## src/rtl/tlb_pkg.sv

```systemverilog
package tlb_pkg;
    localparam int VA_W       = 32;
    localparam int PAGE_OFF_W = 13;
    localparam int IDX_W      = 6;
    localparam int PPN_W      = 19;
    localparam int ATTR_W     = 5;
    localparam int ENTRIES    = 1 << IDX_W;
    localparam int VPN_W      = VA_W - PAGE_OFF_W;
    localparam int TAG_W      = VPN_W - IDX_W;
    localparam int PA_W       = PPN_W + PAGE_OFF_W;

    localparam int A_USER_RD  = 0;
    localparam int A_USER_WR  = 1;
    localparam int A_SUP_RD   = 2;
    localparam int A_SUP_WR   = 3;
    localparam int A_CACHE    = 4;

    typedef struct packed {
        logic              valid;
        logic [TAG_W-1:0]  tag;
        logic [PPN_W-1:0]  ppn;
        logic [ATTR_W-1:0] attr;
    } tlb_entry_t;
endpackage

```

## src/rtl/tlb_entry_store.sv

```systemverilog
module tlb_entry_store
    import tlb_pkg::*;
#(
    parameter int N_ENT = ENTRIES,
    parameter int IW    = IDX_W
) (
    input  logic          clk,
    input  logic          rst_n,
    input  logic          wr_en,
    input  logic [IW-1:0] wr_idx,
    input  tlb_entry_t    wr_entry,
    input  logic          flush,
    input  logic [IW-1:0] rd_idx,
    output tlb_entry_t    rd_entry
);
    typedef struct packed {
        tlb_entry_t [N_ENT-1:0] ent;
    } store_t;

    store_t           state_d, state_q;
    logic [N_ENT-1:0] valid_vec;

    always_comb begin
        state_d = state_q;
        if (flush) begin
            for (int i = 0; i < N_ENT; i++) begin
                state_d.ent[i].valid = 1'b0;
            end
        end else if (wr_en) begin
            state_d.ent[wr_idx] = wr_entry;
        end
    end

    always_ff @(posedge clk or negedge rst_n) begin
        if (!rst_n) state_q <= '0;
        else        state_q <= state_d;
    end

    assign rd_entry = state_q.ent[rd_idx];

    for (genvar g = 0; g < N_ENT; g++) begin : g_valid
        assign valid_vec[g] = state_q.ent[g].valid;
    end

    // after a flush edge no slot is valid
    p_flush_empties_r8: assert property (@(posedge clk) disable iff (!rst_n)
        flush |=> (valid_vec == '0));

    // a write lands whole in the addressed slot
    p_write_lands_r6: assert property (@(posedge clk) disable iff (!rst_n)
        (wr_en && !flush) |=> (state_q.ent[$past(wr_idx)] == $past(wr_entry)));

    // valid flags move only on a write or a flush
    p_valid_hold_r6: assert property (@(posedge clk) disable iff (!rst_n)
        (!wr_en && !flush) |=> $stable(valid_vec));
endmodule

```

## src/rtl/tlb_tag_match.sv

```systemverilog
module tlb_tag_match
    import tlb_pkg::*;
#(
    parameter int TW = TAG_W
) (
    input  logic          req,
    input  logic [TW-1:0] tag,
    input  tlb_entry_t    entry,
    output logic          hit,
    output logic          miss
);
    logic match;

    always_comb begin
        match = entry.valid && (entry.tag == tag);
        hit   = req && match;
        miss  = req && !match;
    end
endmodule

```

## src/rtl/tlb_perm_check.sv

```systemverilog
module tlb_perm_check
    import tlb_pkg::*;
#(
    parameter int AW = ATTR_W
) (
    input  logic [AW-1:0] attr,
    input  logic          is_write,
    input  logic          is_super,
    output logic          allow
);
    always_comb begin
        unique case ({is_super, is_write})
            2'b00:   allow = attr[A_USER_RD];
            2'b01:   allow = attr[A_USER_WR];
            2'b10:   allow = attr[A_SUP_RD];
            default: allow = attr[A_SUP_WR];
        endcase
    end
endmodule

```

## src/rtl/dtlb_direct.sv

```systemverilog
module dtlb_direct
    import tlb_pkg::*;
(
    input  logic              clk,
    input  logic              rst_n,
    input  logic              lk_req,
    input  logic [VA_W-1:0]   lk_vaddr,
    input  logic              lk_is_write,
    input  logic              lk_is_super,
    output logic              lk_hit,
    output logic              lk_miss,
    output logic              lk_fault,
    output logic [VA_W-1:0]   lk_paddr,
    output logic              lk_cacheable,
    input  logic              wr_en,
    input  logic [IDX_W-1:0]  wr_idx,
    input  logic              wr_valid,
    input  logic [TAG_W-1:0]  wr_tag,
    input  logic [PPN_W-1:0]  wr_ppn,
    input  logic [ATTR_W-1:0] wr_attr,
    input  logic              flush
);
    localparam int PAD_W = VA_W - PA_W;

    tlb_entry_t             wr_entry, rd_entry;
    logic [IDX_W-1:0]       lk_idx;
    logic [TAG_W-1:0]       lk_tag;
    logic [PAGE_OFF_W-1:0]  lk_off;
    logic                   hit, miss, allow, grant;

    always_comb begin
        wr_entry = '{valid: wr_valid, tag: wr_tag, ppn: wr_ppn, attr: wr_attr};
        lk_off   = lk_vaddr[PAGE_OFF_W-1:0];
        lk_idx   = lk_vaddr[PAGE_OFF_W +: IDX_W];
        lk_tag   = lk_vaddr[VA_W-1 -: TAG_W];
    end

    tlb_entry_store #(.N_ENT(ENTRIES), .IW(IDX_W)) u_store (
        .clk      (clk),
        .rst_n    (rst_n),
        .wr_en    (wr_en),
        .wr_idx   (wr_idx),
        .wr_entry (wr_entry),
        .flush    (flush),
        .rd_idx   (lk_idx),
        .rd_entry (rd_entry)
    );

    tlb_tag_match #(.TW(TAG_W)) u_match (
        .req   (lk_req),
        .tag   (lk_tag),
        .entry (rd_entry),
        .hit   (hit),
        .miss  (miss)
    );

    tlb_perm_check #(.AW(ATTR_W)) u_perm (
        .attr     (rd_entry.attr),
        .is_write (lk_is_write),
        .is_super (lk_is_super),
        .allow    (allow)
    );

    always_comb begin
        grant        = hit && allow;
        lk_hit       = hit;
        lk_miss      = miss;
        lk_fault     = hit && !allow;
        lk_cacheable = grant && rd_entry.attr[A_CACHE];
        if (grant) lk_paddr = {{PAD_W{1'b0}}, rd_entry.ppn, lk_off};
        else       lk_paddr = '0;
    end

    // hit and miss never together
    p_hit_miss_excl_r4: assert property (@(posedge clk) disable iff (!rst_n)
        !(lk_hit && lk_miss));

    // idle port is quiet
    p_idle_quiet_r9: assert property (@(posedge clk) disable iff (!rst_n)
        !lk_req |-> (!lk_hit && !lk_miss && !lk_fault && lk_paddr == '0));

    // a fault leaks neither address nor cacheable flag
    p_fault_blocks_r5: assert property (@(posedge clk) disable iff (!rst_n)
        lk_fault |-> (lk_hit && lk_paddr == '0 && !lk_cacheable));

    // page offset passes through on a granted hit
    p_offset_pass_r3: assert property (@(posedge clk) disable iff (!rst_n)
        (lk_hit && !lk_fault) |-> (lk_paddr[PAGE_OFF_W-1:0] == lk_vaddr[PAGE_OFF_W-1:0]));

    // a miss returns no address
    p_miss_zero_r4: assert property (@(posedge clk) disable iff (!rst_n)
        lk_miss |-> (lk_paddr == '0 && !lk_fault && !lk_cacheable));
endmodule

```

## config.mk

```make
export PLATFORM = sky130hd
export DESIGN_NAME = dtlb_direct
export DESIGN_NICKNAME = d
export VERILOG_FILES = /design/src/rtl/tlb_pkg.sv /design/src/rtl/tlb_entry_store.sv /design/src/rtl/tlb_tag_match.sv /design/src/rtl/tlb_perm_check.sv /design/src/rtl/dtlb_direct.sv
export SDC_FILE = /design/constraint.sdc
export NUM_CORES = 2
export LEC_CHECK = 0
export BUFFER_PORTS_ARGS = -buffer_cell sky130_fd_sc_hd__buf_2
export CORE_ASPECT_RATIO = 1.2
export CORE_MARGIN = 1.5
export CORE_UTILIZATION = 35
export DETAILED_ROUTE_END_ITERATION = 16
export PLACE_DENSITY_LB_ADDON = 0.12
export RECOVER_POWER = 25
export SLEW_MARGIN = 20
export SYNTH_ARGS = -nofsm -noshare
export SYNTH_HDL_FRONTEND = slang
export SYNTH_SLANG_ARGS = --single-unit
```

## constraint.sdc

```tcl
create_clock -name clk -period 4.4 [get_ports clk]
set_input_delay 0.66 -clock clk [delete_from_list [all_inputs] [get_ports clk]]
set_output_delay 0.66 -clock clk [all_outputs]
set_load 0.01 [all_outputs]
```

==> flow_summary.ini <==
[layout]
area_delta_synth_final_pct = 15.7
top_register = u_store.state_q
largest_reg_flops = 2432
mostFrequentLayoutCells = dfrtp_1, mux2_2, mux4_2, buf_4, clkbuf_16
reg_top3 = u_store.state_q: 2432 flops
layout.nets = 7370
fin_area_um2 = 129000
mostFrequentLayoutCell = dfrtp_1
drive_above_1_share_pct = 55.6

[clocking]
cts_tree = done
cts_num_sinks = 2432
clk_latency_ns = 0.87
clkTransAtPathRegs_ns = 0.06
root_buffer = clkbuf_16
cts_max_path_buffers = 4
cts_buffers = 278
h-tree-depth = 5

[routing]
firstDrtPassIters = 5
wirelength_um = 382000
avgRoutedWirePerCell_um = 32.6
antenna_left = 0
viasPerCell = 5.59
drt_iter0_drc = 4398
vias = 65600
drc = 0

[worst_hold_path]
holdPathEnd = u_store.state_q[1754]
min_from = wr_ppn[1]
hold_depth = 2
holdCritPathClass = in -> reg

[critical_path]
worst_r2r_path_depth = 1
crit_path_end_kind = output pin
rrSetupSlack_ns = 3.59
startpoint_type = flip-flop
path_class = reg -> out
reg2reg_from = u_store.state_q[1100]
cp.arrival_ns = 4.54
crit_required_ns = 3.74
timing.rr.end = u_store.state_q[1100]
cp_max_fo = 8

[die]
fp.dieArea_um2 = 322000
start_util_pct = 35.1
coreArea_um2 = 318000
die_x_um = 519
rows = 227
io_pins = 119
die_h_um = 622

[global_routing]
grt_max_degree = 145
overflow = 0
antenna_found_initial = 21
grt_pass1_vias = 70000
globalRouteTotalUtil_pct = 23.6
grt_first_pass_wirelength_um = 548000

[sta]
hold_violations = 0
finClkSkew_ns = 0
maxSlewHeadroom_pct = -38.1
finalSetupTns_ns = -27.03
setup_viol = 36
drv_slew = 947
post-route-period-util_pct = 118
fin_ws_ns = -0.801
max_freq_mhz = 192
rsz0062_at_grt = true
tightest_slew_ns = 2.07
period_needed_ns = 5.20

[synth]
ys_async_sr_fraction_pct = 100
synthDistinctLibCells = 72
syn_area_um2 = 112000
synth-seq-cells = 2432
avgSynthCellArea_um2 = 15.7
synth_flop_cell = dfrtp_1
ys_seq_area_share_pct = 54.5
synth_cells = 7132
synth_edf_count = 0
yosysWarningCount = 0
syn_nets = 7215

[place]
hpwl_um = 226000
placement.cell_area_um2 = 120000
gp_congestion = 0.798
io_buffer_count = 118

[run_status]
failed_checks = capacitance limit, slew limit, setup timing
status = finished with violations

[power]
p_leak_uw = 0.0611
ir_drop_v = 0.000318
powerDensity_nw_per_um2 = 415

[job]
maxCapViolCount = 11
[timing repair]
item / 4_1_cts / 5_1_grt
gates resized for setup: 31 / 15
setup endpoints to repair: 36 / 36
gates cloned: 0 / 0
setup buffers: 0 / 2
pin swaps: 4 / 6
hold buffers: 1 / 0
hold endpoints to repair: 19 / 0
[stage by stage]
stage,std cells,setup slack [ns],total power (uW),hold slack [ns],util [%]
global placement,11200,-0.934,30700,0.481,37.7
floorplan,7132,0.000857,28700,0.364,-
detailed placement,11200,-0.795,30900,0.487,37.7
finish,11700,-0.801,53600,0.321,40.6
global route,11700,-0.909,55800,0.297,40.6
CTS,11700,-0.837,54300,0.203,40.6
[where the power goes]
part / internal, uW / switching [uW] / total, uW / leakage [uW]
combinational: 2840 / 2610 / 5450 / 0.0235
sequential: 24200 / 866 / 25000 / 0.0331
clock: 13600 / 9530 / 23200 / 0.00442
total: 40600 / 13000 / 53600 / 0.0611
[worst max-delay path, cell delays in order, from the launching register on]
cell and delay, ns:
dfrtp_1 0.40, mux4_2 0.49, mux2_4 0.31, a221oi_4 0.33, o31ai_4 0.15, nand3b_1 0.10, or4b_4 0.45, or4_4 0.58
buf_12 0.20, buf_6 0.16, nor4_4 0.29, buf_2 0.18
[cell type report]
cell class              instances  area, um2
flip-flops and latches       2432      60900
well taps                    4236       5300
fillers                     29100     189000
repair buffers                592       5730
multi-input cells            3977      48400
inverters                       6       22.5
clock inverters                62        639
diodes                          6       15.0
clock buffers                 418       8300
[worst max path at each step]
stage / from / end / slack, ns / cells past startpoint
after floorplan: lk_vaddr[13] / lk_paddr[19] / 0.0009 / 12
after global placement: lk_vaddr[13] / lk_cacheable / -0.93 / 15
after detailed placement: lk_vaddr[13] / lk_paddr[27] / -0.79 / 15
after CTS: u_store.state_q[910] / lk_paddr[5] / -0.84 / 11
after global routing: u_store.state_q[910] / lk_paddr[17] / -0.91 / 11
final: u_store.state_q[910] / lk_paddr[27] / -0.80 / 11
[metal layers]
| metal | wire length (um) | vias up | track usage (%) |
|---|---|---|---|
| met5 | 13 | - | 0 |
| met4 | 11000 | 2 | 6.32 |
| met3 | 13500 | 525 | 2.89 |
| met2 | 193000 | 1330 | 40.7 |
| met1 | 165000 | 36800 | 31.3 |
| li1 | - | 27000 | - |
[cell usage after synthesis (all sizes together) (9+ instances only)]
| master | instances | area (um2) |
|---|---|---|
| nor2 | 66 | 248 |
| nand2 | 129 | 484 |
| a221oi | 12 | 111 |
| nor3 | 26 | 130 |
| dfrtp | 2432 | 60900 |
| nand2b | 11 | 68.8 |
| o22ai | 19 | 119 |
| mux2i | 141 | 1410 |
| nand3 | 110 | 551 |
| mux2 | 2396 | 27000 |
| nand4 | 18 | 119 |
| a22o | 9 | 78.8 |
| o21ai | 70 | 350 |
| or2 | 11 | 68.8 |
| a31oi | 10 | 62.6 |
| nor2b | 24 | 150 |
| buf | 204 | 1250 |
| clkbuf | 512 | 1930 |
| nor4 | 39 | 438 |
| a21oi | 87 | 435 |
| a22oi | 46 | 345 |
| mux4 | 648 | 14600 |
[cell families after synthesis]
group	share of synthesized area, %
flops	54.5
simple gates	2.28
compound gates	1.77
buf+inv	2.88
mux	38.5
xor+xnor	0.0706
Note: power is estimated with default switching activity, not from simulation.
